`config.mk`:
```
export PLATFORM = sky130hd
export DESIGN_NAME = dpot_regmap
export DESIGN_NICKNAME = d
export VERILOG_FILES = /design/src/rtl/dpot_regmap_pkg.sv /design/src/rtl/dpot_recall.sv /design/src/rtl/dpot_nv_bank.sv /design/src/rtl/dpot_regmap.sv
export SDC_FILE = /design/constraint.sdc
export NUM_CORES = 1
export LEC_CHECK = 0
export ABC_AREA = 1
export BUFFER_PORTS_ARGS = -buffer_cell sky130_fd_sc_hd__buf_2
export CORE_ASPECT_RATIO = 1.1
export CORE_UTILIZATION = 46
export DETAILED_ROUTE_END_ITERATION = 10
export GPL_TIMING_DRIVEN = 0
export PLACE_DENSITY = 0.66
export SLEW_MARGIN = 25
export SYNTH_ARGS = -nofsm -noshare
export SYNTH_HDL_FRONTEND = slang
export SYNTH_SLANG_ARGS = --single-unit
```
`constraint.sdc`:
```
create_clock -name clk -period 1.9 [get_ports clk]
set_clock_uncertainty 0.2 [all_clocks]
set_input_delay 0.19 -clock clk [delete_from_list [all_inputs] [get_ports clk]]
set_output_delay 0.19 -clock clk [all_outputs]
set_load 0.1 [all_outputs]
```
`src/rtl/dpot_regmap_pkg.sv`:
```
package dpot_regmap_pkg;
  localparam int DW       = 8;
  localparam int AW       = 4;
  localparam int NV_DEPTH = 7;

  localparam logic [AW-1:0] LOC_SHARED  = 4'd0;
  localparam logic [AW-1:0] LOC_IDENT   = 4'd1;
  localparam logic [AW-1:0] LOC_GP_LO   = 4'd2;
  localparam logic [AW-1:0] LOC_GP_HI   = 4'd6;
  localparam logic [AW-1:0] LOC_HOLE    = 4'd7;
  localparam logic [AW-1:0] LOC_CTRL    = 4'd8;

  localparam logic [DW-1:0] IDENT_CODE  = 8'hD0;
  localparam logic [DW-1:0] MID_CODE    = 8'h80;
  localparam logic [DW-1:0] HOLE_CODE   = 8'hFF;
  localparam logic [DW-1:0] GP_DEFAULT  = 8'h00;

  typedef struct packed {
    logic accept;
    logic to_nv;
    logic to_wiper;
    logic to_ctrl;
  } wr_dec_t;
endpackage

```
`src/rtl/dpot_recall.sv`:
```
module dpot_recall #(
  parameter int CYC = 16
) (
  input  logic clk,
  input  logic rst,
  output logic active,
  output logic done
);
  localparam int CW = $clog2(CYC + 1);

  logic [CW-1:0] cnt;

  assign done = active && (cnt == CW'(1));

  always_ff @(posedge clk) begin
    if (rst) begin
      cnt    <= CW'(CYC);
      active <= 1'b1;
    end else if (active) begin
      cnt <= cnt - 1'b1;
      if (done) active <= 1'b0;
    end
  end
endmodule

```
`src/rtl/dpot_nv_bank.sv`:
```
module dpot_nv_bank #(
  parameter int DW       = 8,
  parameter int DEPTH    = 7,
  parameter int PROG_CYC = 1250000,
  localparam int IW      = $clog2(DEPTH)
) (
  input  logic          clk,
  input  logic          rst,
  input  logic          commit,
  input  logic [IW-1:0] wr_idx,
  input  logic [DW-1:0] wr_data,
  input  logic [IW-1:0] rd_idx,
  output logic [DW-1:0] rd_data,
  output logic [DW-1:0] ivr,
  output logic          busy
);
  localparam int CW = $clog2(PROG_CYC + 1);

  logic [DW-1:0] cells [DEPTH];
  logic [CW-1:0] cnt;

  // Factory contents; the cells have no reset so they survive rst.
  initial begin
    for (int i = 0; i < DEPTH; i++) cells[i] = (i == 0) ? 8'h80 : 8'h00;
  end

  always_ff @(posedge clk) begin
    if (commit) cells[wr_idx] <= wr_data;
  end

  assign rd_data = cells[rd_idx];
  assign ivr     = cells[0];

  always_ff @(posedge clk) begin
    if (rst) begin
      cnt  <= '0;
      busy <= 1'b0;
    end else if (commit) begin
      cnt  <= CW'(PROG_CYC);
      busy <= 1'b1;
    end else if (busy) begin
      cnt <= cnt - 1'b1;
      if (cnt == CW'(1)) busy <= 1'b0;
    end
  end
endmodule

```
`src/rtl/dpot_regmap.sv`:
```
module dpot_regmap
  import dpot_regmap_pkg::*;
#(
  parameter int PROG_CYC   = 1250000,
  parameter int RECALL_CYC = 16
) (
  input  logic       clk,
  input  logic       rst,
  input  logic       wp_n,
  input  logic       ev_start,
  input  logic       ev_stop,
  input  logic       scl_rise,
  input  logic       addr_vld,
  input  logic       wdat_vld,
  input  logic       rd_req,
  input  logic [7:0] rx_byte,
  output logic       ack,
  output logic [7:0] rd_data,
  output logic [7:0] wiper,
  output logic       busy
);
  localparam int IW = $clog2(NV_DEPTH);

  logic          rcl_active, rcl_done, nv_busy, busy_all, commit;
  logic [DW-1:0] nv_rd, nv_ivr;
  logic [AW-1:0] ptr_q, ptr_nx;
  logic          vol_q, open_q, b8_q, pend_q, ack_q;
  logic [IW-1:0] pend_idx;
  logic [DW-1:0] pend_dat, wiper_q, rd_q, rd_mux;
  logic          addr_bad, any_evt, in_gp;
  wr_dec_t       dec;

  dpot_recall #(.CYC(RECALL_CYC)) u_rcl (
    .clk    (clk),
    .rst    (rst),
    .active (rcl_active),
    .done   (rcl_done)
  );

  dpot_nv_bank #(.DW(DW), .DEPTH(NV_DEPTH), .PROG_CYC(PROG_CYC)) u_nv (
    .clk     (clk),
    .rst     (rst),
    .commit  (commit),
    .wr_idx  (pend_idx),
    .wr_data (pend_dat),
    .rd_idx  (ptr_q[IW-1:0]),
    .rd_data (nv_rd),
    .ivr     (nv_ivr),
    .busy    (nv_busy)
  );

  assign busy_all = rcl_active | nv_busy;
  assign commit   = ev_stop & pend_q & wp_n & ~nv_busy;
  assign ptr_nx   = (ptr_q == LOC_CTRL) ? '0 : ptr_q + 1'b1;
  assign addr_bad = (rx_byte == DW'(LOC_HOLE)) || (rx_byte > DW'(LOC_CTRL));
  assign any_evt  = ev_start | ev_stop | scl_rise | addr_vld | wdat_vld | rd_req;
  assign in_gp    = (ptr_q >= LOC_GP_LO) && (ptr_q <= LOC_GP_HI);

  // Decide what a data byte at the current pointer does.
  always_comb begin
    dec = '0;
    if (ptr_q == LOC_SHARED) begin
      dec.accept   = vol_q | wp_n;
      dec.to_wiper = vol_q | wp_n;
      dec.to_nv    = ~vol_q & wp_n;
    end else if (ptr_q == LOC_IDENT) begin
      dec.accept = 1'b1;
    end else if (in_gp) begin
      dec.accept = wp_n;
      dec.to_nv  = wp_n;
    end else if (ptr_q == LOC_CTRL) begin
      dec.to_ctrl = 1'b1;
      dec.accept  = (rx_byte == 8'h00) || (rx_byte == MID_CODE);
    end
  end

  // Byte returned for a read at the current pointer.
  always_comb begin
    if (ptr_q == LOC_SHARED)     rd_mux = vol_q ? wiper_q : nv_ivr;
    else if (ptr_q == LOC_IDENT) rd_mux = IDENT_CODE;
    else if (in_gp)              rd_mux = nv_rd;
    else if (ptr_q == LOC_CTRL)  rd_mux = {vol_q, 7'b0};
    else                         rd_mux = HOLE_CODE;
  end

  always_ff @(posedge clk) begin
    if (rst) begin
      wiper_q  <= MID_CODE;
      vol_q    <= 1'b0;
      ptr_q    <= '0;
      open_q   <= 1'b0;
      b8_q     <= 1'b0;
      pend_q   <= 1'b0;
      pend_idx <= '0;
      pend_dat <= '0;
      ack_q    <= 1'b0;
      rd_q     <= '0;
    end else begin
      if (rcl_done) wiper_q <= nv_ivr;
      if (any_evt) pend_q <= 1'b0;
      if (ev_start | ev_stop) open_q <= 1'b0;

      if (addr_vld) begin
        if (busy_all || addr_bad) begin
          ack_q  <= 1'b0;
          open_q <= 1'b0;
        end else begin
          ack_q  <= 1'b1;
          ptr_q  <= rx_byte[AW-1:0];
          open_q <= 1'b1;
          b8_q   <= (rx_byte == DW'(LOC_CTRL));
        end
      end

      if (wdat_vld) begin
        if (busy_all || !open_q) begin
          ack_q  <= 1'b0;
          open_q <= 1'b0;
        end else begin
          ack_q  <= dec.accept;
          ptr_q  <= ptr_nx;
          open_q <= b8_q & dec.accept & ~dec.to_nv;
          if (dec.to_ctrl) vol_q <= rx_byte[DW-1];
          if (dec.to_wiper) wiper_q <= rx_byte;
          if (dec.to_nv) begin
            pend_q   <= 1'b1;
            pend_idx <= ptr_q[IW-1:0];
            pend_dat <= rx_byte;
          end
        end
      end

      if (rd_req && !busy_all) begin
        rd_q  <= rd_mux;
        ptr_q <= ptr_nx;
      end
    end
  end

  assign ack     = ack_q;
  assign rd_data = rd_q;
  assign wiper   = wiper_q;
  assign busy    = busy_all;
endmodule

```
; Word level (Yosys, flattened, before mapping)
; Memory sizes are Yosys's and may differ from the RTL's. A register that Yosys moved wholly into a read port is not among the register bits.
; Index checks and enable logic that the tools add are counted.
[classes]
n_addsub = 3
order_cmp = 3
n_eq_ne = 7
mux = 48
bitwise_logic = 18
reduce_logical = 18
[op_table]
columns = cell, count
row1 = $mux W8, 9
row2 = $mux W21, 2
row3 = $mux W1, 29
row4 = $mux W4, 6
row5 = $eq A21 B1 Y1 const B, 1
row6 = $sub A21 B1 Y21 const B, 1
row7 = $eq A8 B3 Y1 const B, 1
row8 = $eq A8 B4 Y1 const B, 1
row9 = $eq A8 B8 Y1 const B, 1
row10 = $gt A8 B4 Y1 const B, 1
row11 = $logic_not A8 Y1, 1
row12 = $or A1 B1 Y1, 7
row13 = $and A1 B1 Y1, 6
row14 = $reduce_and A3 Y1, 2
row15 = $eq A5 B1 Y1 const B, 1
row16 = $not A1 Y1, 5
row17 = $sub A5 B1 Y5 const B, 1
row18 = $add A4 B1 Y4 const B, 1
row19 = $eq A4 B1 Y1 const B, 1
row20 = $eq A4 B4 Y1 const B, 1
row21 = $ge A4 B2 Y1 const B, 1
row22 = $le A4 B3 Y1 const B, 1
row23 = $logic_not A4 Y1, 1
row24 = $logic_or A1 B1 Y1, 4
row25 = 8 further kinds, 12
[totals]
ff_bits = 64
mem_bits_rw = 56
input_bits = 17
output_inout_bits = 18
wordCells = 113
mem_count = 1
[mem_list]
columns = name, depth, width, rd, rd_clocked_by_memory_dff, wr, line_no
row1 = u_nv.cells, 7, 8, 2, 1, 1, dpot_nv_bank.sv:19  ; logic [DW-1:0] cells [DEPTH];

; Logic depth before layout (Yosys ltp)
; Gate-level depths: netlist (run 1).
[logic_depth]
ltp_word = 10
mapped_depth = 12
mapped_depth_nobuf = 10

; By module
; A second synthesis (run 1) with hierarchy kept.
[hier_totals]
cells_unflattened = 684
area_unflattened_um2 = 5680.4
[modules_own_cells]
columns = module, instances, cells_per_inst, area_per_inst_um2, seq_area_each_um2
row1 = dpot_nv_bank, 1, 350, 3425.8, 2122.0
row2 = dpot_regmap, 1, 296, 1974.4, 720.7
row3 = dpot_recall, 1, 38, 280.3, 120.1

; Least setup slack after synthesis (run 1)
; OpenSTA, ideal clock, no wires.
[synth_path]
path_kind = register to register
startpoint = register u_nv.busy
endpoint = memory u_nv.cells[3][0] (enable)
setup_ps = 395
arrival_ps = 1404
slack_ps = -99
stages_incl_launch_ff = 4
synth_period_minus_slack_ps = 1999
cell_sequence = dfxtp_1 > inv_2 > nand4_4 > nor4_1
[synth_between]
elab_chain_cells = 4
[synth_lines]
columns = item, line_no
row1 = from (decl), dpot_nv_bank.sv:15  ; output logic busy
row2 = from (signal assigned), dpot_nv_bank.sv:37  ; busy <= 1'b0;
row3 = from (signal assigned), dpot_nv_bank.sv:40  ; busy <= 1'b1;
row4 = from (signal assigned), dpot_nv_bank.sv:43  ; if (cnt == CW'(1)) busy <= 1'b0;
row5 = $not A1 Y1, dpot_regmap.sv:53  ; assign commit = ev_stop & pend_q & wp_n & ~nv_busy;
row6 = $and A1 B1 Y1, dpot_regmap.sv:53
row7 = $mux W1, dpot_nv_bank.sv:28  ; if (commit) cells[wr_idx] <= wr_data;
row8 = $mux W1 (not written as such), dpot_nv_bank.sv:28
row9 = to (decl), dpot_nv_bank.sv:19
; Every way passes these cells.

; Final worst setup path (run 1)
[layout_path]
startpoint = register ptr_q[0]
endpoint = register pend_dat[3]
[layout_between]
elab_chain_cells = 6
[layout_lines]
columns = item, line_no
row1 = from (decl), dpot_regmap.sv:26  ; logic [AW-1:0] ptr_q, ptr_nx;
row2 = from (signal assigned), dpot_regmap.sv:109  ; ptr_q <= rx_byte[AW-1:0];
row3 = from (signal assigned), dpot_regmap.sv:121  ; ptr_q <= ptr_nx;
row4 = from (signal assigned), dpot_regmap.sv:135  ; ptr_q <= ptr_nx;
row5 = $ge A4 B2 Y1 or $le A4 B3 Y1 (tied branches), dpot_regmap.sv:57  ; assign in_gp = (ptr_q >= LOC_GP_LO) && (ptr_q <= LOC_GP_HI);
row6 = $logic_and A1 B1 Y1, dpot_regmap.sv:57
row7 = $mux W1, dpot_regmap.sv:68  ; end else if (in_gp) begin
row8 = $mux W1, dpot_regmap.sv:66  ; end else if (ptr_q == LOC_IDENT) begin
row9 = $mux W2 (*), dpot_regmap.sv:62  ; if (ptr_q == LOC_SHARED) begin
row10 = $reduce_and A3 Y1 (no line) (*), n/a
row11 = to (signal assigned), dpot_regmap.sv:128  ; pend_dat <= rx_byte;
row12 = to (decl), dpot_regmap.sv:29  ; logic [DW-1:0] pend_dat, wiper_q, rd_q, rd_mux;
; Mark *: on every way between the ends. The rest lies on a longest branch, timed or not.
; A chain may end at the register's enable or synchronous reset.

==> results.sh, run 1 <==
export IMPL_use_met3_pct=6.15
export IMPL_crit_path_cell_trace="buf_4 -> ha_1 -> nand2_2 -> nand2_4 -> o21ai_4 -> nand2_4 -> clkbuf_16 -> nand2_2 -> a21oi_1"
export IMPL_die_y_um=118
export IMPL_cts_tree="done"
export IMPL_status="complete, but fails checks"
export IMPL_synthesis_area_um2=5640
export IMPL_fin_crit_sh_pct=97.1
export IMPL_period_needed_ns=1.85
export IMPL_numCtsBuffers=17
export IMPL_dieWidth_um=108
export IMPL_cts_sinks=120
export IMPL_drc_errors=0
export IMPL_top_usage_layer="met2"
export IMPL_async_flop_share_pct=0
export IMPL_dieArea_um2=12700
export IMPL_yosysWarnings=0
export IMPL_post_route_util_pct=60.5
export IMPL_irDropWorstVdd_uv=700
export IMPL_first_pass_iters=5
export IMPL_netSwitchingFraction_pct=23.8
export IMPL_pwr_share_seq_pct=41.4
export IMPL_ant_nets=0
export IMPL_grt_antenna_before_repair=0
export IMPL_worst_slack_ns=0.0546
export IMPL_final_cell_mix="nand2_1, nor2_1, a21oi_1, dfxtp_1, inv_1"
export IMPL_switchingPower_w=0.00158
export IMPL_slowest_stage="dfxtp_4"
export IMPL_drive_gt1_share_pct=20.6
export IMPL_place_ws_ns=-0.455
export IMPL_grt_pass1_wl_mm=24.6
export IMPL_synth_edf_count=56
export IMPL_drtIter0Drc=481
export IMPL_syn_nets=700
export IMPL_fmax_mhz=542
export IMPL_totalNegativeSetupSlack_ns=0
export IMPL_ioPinCount=35
export IMPL_clockBufferDepth=2
export IMPL_slew_viol_final=0
export IMPL_hold_violations=1
export IMPL_ctsHtreeMaxLevel=4
export IMPL_clkTransAtPathRegs_ns=0.06
export IMPL_coreArea_um2=12000
export IMPL_grt_setup_unrepaired="true"
export IMPL_n_antenna_cell=0
export IMPL_wire_per_inst_um=17.1
export IMPL_cp_required_ns=1.98
export IMPL_ys_ff_latch=120
export IMPL_layout_cells_most_common="nand2_1"
export IMPL_met1_usage_pct=33.0
export IMPL_areaGrowthSynthToFinish_pct=28.5
export IMPL_violations="hold timing"
export IMPL_total_power_w=0.00663
export IMPL_cts_root_buffer="clkbuf_16"
export IMPL_synth_cell_types=39
export IMPL_synthFlopType="dfxtp_1"
export IMPL_grt_pass1_vias=4718
export IMPL_leakage_nw=3.05
export IMPL_final_nets=787
export IMPL_critPathMaxStageDelay_ns=0.37
export IMPL_initial_utilization_pct=47.0
export IMPL_fin_hold_ws_ns=-0.000740
export IMPL_netlist_instances=675
export IMPL_hold_path_class="in2reg"
export IMPL_tightest_slew_ns=0.662
export IMPL_gr_total_overflow=0
export IMPL_grt_max_degree=17
export IMPL_timing_max_cap_violations=0
export IMPL_arrival_ns=1.93
export IMPL_syn_avg_cell_area_um2=8.35
export IMPL_grt_usage_pct=26.0
export IMPL_dp_cells=863
export IMPL_io_buffers=34
export IMPL_vias=5106
export IMPL_finalSetupViolCount=0
export IMPL_grt_util_met2_pct=41.8
export IMPL_p_int_w=0.00506
export IMPL_ys_seq_area_share_pct=52.6
export IMPL_clk_latency_ns=0.42
export IMPL_routed_wl_mm=15.9
export IMPL_stdcell_count=929
export IMPL_crit_path_end_kind="flop"
export IMPL_crit_path_max_fanout=5
export IMPL_gp_congestion=0.937
export IMPL_dp_hpwl_mm=10.7
export IMPL_slew_headroom_pct=55.5
export IMPL_pwr_density_cell_nw_per_um2=916
export IMPL_comb_power_share_pct=7.2
export IMPL_critPathLaunchType="flop"
export IMPL_viasPerCell=5.50
export IMPL_critPathKind="reg2reg"
export IMPL_p_clk_share_pct=51.4
export IMPL_rows=42
[through the flow]
stage          instance area [um2]  hold WS, ns
6_report                      7240    -0.000740
5_1_grt                       7240       0.0244
4_1_cts                       7010      0.00483
3_5_place_dp                  6030        0.251
3_3_place_gp                  6010        0.240
2_1_floorplan                 5650        0.120
[power groups by stage]
stage | clock network, W | registers [W] | logic, W
detailed placement | 0 | 0.00280 | 0.000422
finish | 0.00341 | 0.00275 | 0.000476
global route | 0.00357 | 0.00275 | 0.000512
global placement | 0 | 0.00280 | 0.000413
floorplan | 0 | 0.00291 | 0.000198
CTS | 0.00344 | 0.00275 | 0.000458
[cell families (layout without fill, tap and decap cells)]
logic type,after synthesis,count (layout),share of synthesized area (%)
flip-flops,120,120,52.6
XOR/XNOR,2,2,0.311
buffers and inverters,92,192,7.33
AND/OR/NAND/NOR,304,304,23.7
adder cells (fa/ha/maj),8,8,1.78
AO/OA/AOI/OAI,149,149,14.3
[layer usage]
metal  vias to the layer above  routed length, um
met4                         0                531
met2                       206               7690
met1                      2390               6590
li1                       2462                  -
met3                        48               1060
met5                         -                  0
[layout make-up]
type | instances | area, um2
sequential | 120 | 2970
buffer | 26 | 203
clock inverter | 14 | 196
clock buffer | 18 | 429
inverter | 66 | 265
fill | 1004 | 4740
multi-input combinational | 463 | 2460
timing repair buffer | 68 | 531
tap | 154 | 193
[cell usage after synthesis (7+ instances only)]
library cell	count	area, um2
a21oi_1	69	345
a31oi_1	9	56.3
buf_2	9	45.0
clkbuf_1	7	26.3
dfxtp_1	64	1280
edfxtp_1	56	1680
ha_1	8	100
inv_1	60	225
nand2_1	120	450
nand3_1	43	215
nand4_1	8	50.1
nor2_1	98	368
nor3_1	13	65.1
o21ai_0	55	275
[worst max-delay path, delay by kind of cell (launching register included)]
family	cells	cell delay, ns
compound gates	2	0.30
fa+ha+maj	1	0.20
buf+inv	2	0.31
flops	1	0.37
simple gates	4	0.33
[repair_timing]
item / in CTS / in global routing
hold buffers: 15 / 0
pin swaps: 4 / 8
buffers inserted: 5 / 13
endpoints found under the hold margin: 25 / 0
setup endpoints to repair: 82 / 73
cloned: 0 / 2
resized for setup: 39 / 26
[state kept, by name, summed over array words and instances, names as in the netlist]
register and flops:
vol_q 1, ptr_q 4, b8_q 1, pend_idx 3, open_q 1, u_nv.cnt 21
pend_q 1, ack 1, u_rcl.cnt 5, u_nv.cells 56, u_nv.busy 1, u_rcl.active 1
wiper 8, pend_dat 8, rd_data 8
[worst paths after layout]
path,start,end,slack (ns),cells after the start
hold / removal,addr_vld,open_q$_SDFFE_PP0P_,-0.0007,5
setup reg to reg,ptr_q[0]$_SDFF_PP0_,pend_dat[3]$_SDFFE_PP0P_,0.05,9
setup / recovery,ptr_q[0]$_SDFF_PP0_,pend_dat[3]$_SDFFE_PP0P_,0.05,9
hold reg to reg,b8_q$_SDFFE_PP0P_,b8_q$_SDFFE_PP0P_,0.26,2
Power figures use the tool's default switching activity.
==> run 2: changes to the inputs <==
CORE_UTILIZATION = 35   (was 46)
PLACE_DENSITY = unset   (was 0.66)
==> results.sh, run 2 (synthesized netlist as in run 1, its figures left out) <==
export IMPL_status="finished clean"
export IMPL_routed_wl_mm=15.5
export IMPL_path_delay_family="flip-flops"
export IMPL_crit_path_max_fanout=5
export IMPL_netSwitchingFraction_pct=23.2
export IMPL_wire_per_inst_um=15.9
export IMPL_clk_latency_ns=0.42
export IMPL_dp_cells=909
export IMPL_rows=48
export IMPL_slowest_stage="dfxtp_4"
export IMPL_gp_congestion=0.850
export IMPL_p_int_w=0.00490
export IMPL_n_antenna_cell=0
export IMPL_areaGrowthSynthToFinish_pct=28.3
export IMPL_tightest_slew_ns=0.621
export IMPL_critPathLaunchType="flop"
export IMPL_clkTransAtPathRegs_ns=0.06
export IMPL_pwr_share_seq_pct=43.0
export IMPL_final_nets=789
export IMPL_drc_errors=0
export IMPL_cts_sinks=120
export IMPL_ant_nets=0
export IMPL_arrival_ns=1.95
export IMPL_fin_crit_sh_pct=98.7
export IMPL_first_pass_iters=4
export IMPL_coreArea_um2=15700
export IMPL_cts_root_buffer="clkbuf_16"
export IMPL_reg_top3="u_nv.cells (56), u_nv.cnt (21)"
export IMPL_largest_register="u_nv.cells"
export IMPL_die_y_um=135
export IMPL_cp_required_ns=1.97
export IMPL_dp_hpwl_mm=10.6
export IMPL_numCtsBuffers=17
export IMPL_initial_utilization_pct=35.8
export IMPL_hold_path_class="in2reg"
export IMPL_grt_antenna_before_repair=0
export IMPL_vias=4879
export IMPL_stdcell_count=977
export IMPL_comb_power_share_pct=7.4
export IMPL_post_route_util_pct=45.9
export IMPL_io_buffers=34
export IMPL_dpl_cell_area_um2=6090
export IMPL_grt_pass1_vias=4649
export IMPL_critPathKind="reg2reg"
export IMPL_worst_slack_ns=0.0248
export IMPL_pwr_density_cell_nw_per_um2=883
export IMPL_ctsHtreeMaxLevel=4
export IMPL_nFillCells=1483
export IMPL_p_clk_share_pct=49.6
export IMPL_slew_viol_final=0
export IMPL_largest_register_ffs=56
export IMPL_grt_pass1_wl_mm=24.2
export IMPL_ioPinCount=35
export IMPL_layout_cells_most_common="nand2_1"
export IMPL_timing_max_cap_violations=0
export IMPL_dieArea_um2=16600
export IMPL_switchingPower_w=0.00148
export IMPL_fmax_mhz=533
export IMPL_crit_path_end_kind="flop"
export IMPL_fin_area_um2=7230
export IMPL_slew_headroom_pct=58.6
export IMPL_place_ws_ns=-0.493
export IMPL_final_cell_mix="nand2_1, nor2_1, a21oi_1, dfxtp_1, inv_1"
export IMPL_hold_violations=0
export IMPL_viasPerCell=4.99
export IMPL_drive_gt1_share_pct=19.8
export IMPL_gr_total_overflow=0
export IMPL_grt_usage_pct=19.9
export IMPL_critPathMaxStageDelay_ns=0.36
export IMPL_grt_max_degree=17
export IMPL_irDropWorstVdd_uv=548
export IMPL_dieWidth_um=123
export IMPL_crit_path_cell_trace="buf_4 -> ha_1 -> nand2_2 -> nand2_4 -> o21ai_4 -> nand2_2 -> buf_4 -> nand2_1 -> a21oi_1"
export IMPL_worst_path_buf_inv=2
export IMPL_period_needed_ns=1.88
export IMPL_leakage_nw=3.02
export IMPL_drtIter0Drc=339
export IMPL_clockBufferDepth=2
export IMPL_finalSetupViolCount=0
export IMPL_cts_tree="done"
run 2: per-stage QoR:
step | setup TNS, ns | hold slack (ns) | power, W
floorplan | -1.91 | 0.120 | 0.00310
global placement | -35.22 | 0.242 | 0.00322
detailed placement | -22.12 | 0.249 | 0.00322
CTS | -0.169 | 0.0670 | 0.00640
global route | -0.0883 | 0.110 | 0.00659
finish | 0 | 0.0942 | 0.00638
run 2: worst paths after layout:
check,start,to,slack (ns),depth (start not counted)
worst min register to register,b8_q$_SDFFE_PP0P_,b8_q$_SDFFE_PP0P_,0.26,2
worst min-delay path,rd_req,rd_data[0]$_SDFFE_PP0P_,0.09,5
worst max-delay path,ptr_q[0]$_SDFF_PP0_,pend_dat[6]$_SDFFE_PP0P_,0.02,9
worst max register to register,ptr_q[0]$_SDFF_PP0_,pend_dat[6]$_SDFFE_PP0P_,0.02,9
run 2: what timing repair did:
action	CTS	global route
gates cloned	1	0
setup endpoints to repair	78	52
pin swaps	5	8
buffers inserted	12	9
hold buffers	15	0
endpoints found under the hold margin	26	0
resized for setup	43	25
run 2: tightest hold or removal path, delay by kind of cell:
family | cells | cell delay (ns)
compound gates | 2 | 0.20
buf+inv | 2 | 0.20
simple gates | 1 | 0.08
run 2: power by group through the flow:
stage / logic (W) / registers [W] / clock network (W)
finish: 0.000471 / 0.00275 / 0.00317
global route: 0.000519 / 0.00275 / 0.00333
CTS: 0.000457 / 0.00275 / 0.00320
detailed placement: 0.000418 / 0.00280 / 0
global placement: 0.000417 / 0.00280 / 0
floorplan: 0.000198 / 0.00291 / 0
run 2: metal layers:
| layer | vias up | GRT usage, % | wire length, um |
|---|---|---|---|
| li1 | 2456 | - | - |
| met1 | 2278 | 23.8 | 6740 |
| met2 | 121 | 33.6 | 7790 |
| met3 | 24 | 4.94 | 716 |
| met4 | 0 | 8.84 | 304 |
| met5 | - | 0 | 0 |
run 2: final cells by class:
class	instances	area (um2)	area share (%)
Buffer	25	198	2.73
Multi-Input combinational cell	463	2440	33.8
Clock inverter	10	128	1.77
Inverter	66	268	3.70
Clock buffer	22	444	6.14
Sequential cell	120	2970	41.1
Timing Repair Buffer	71	526	7.27
Tap cell	200	250	3.46
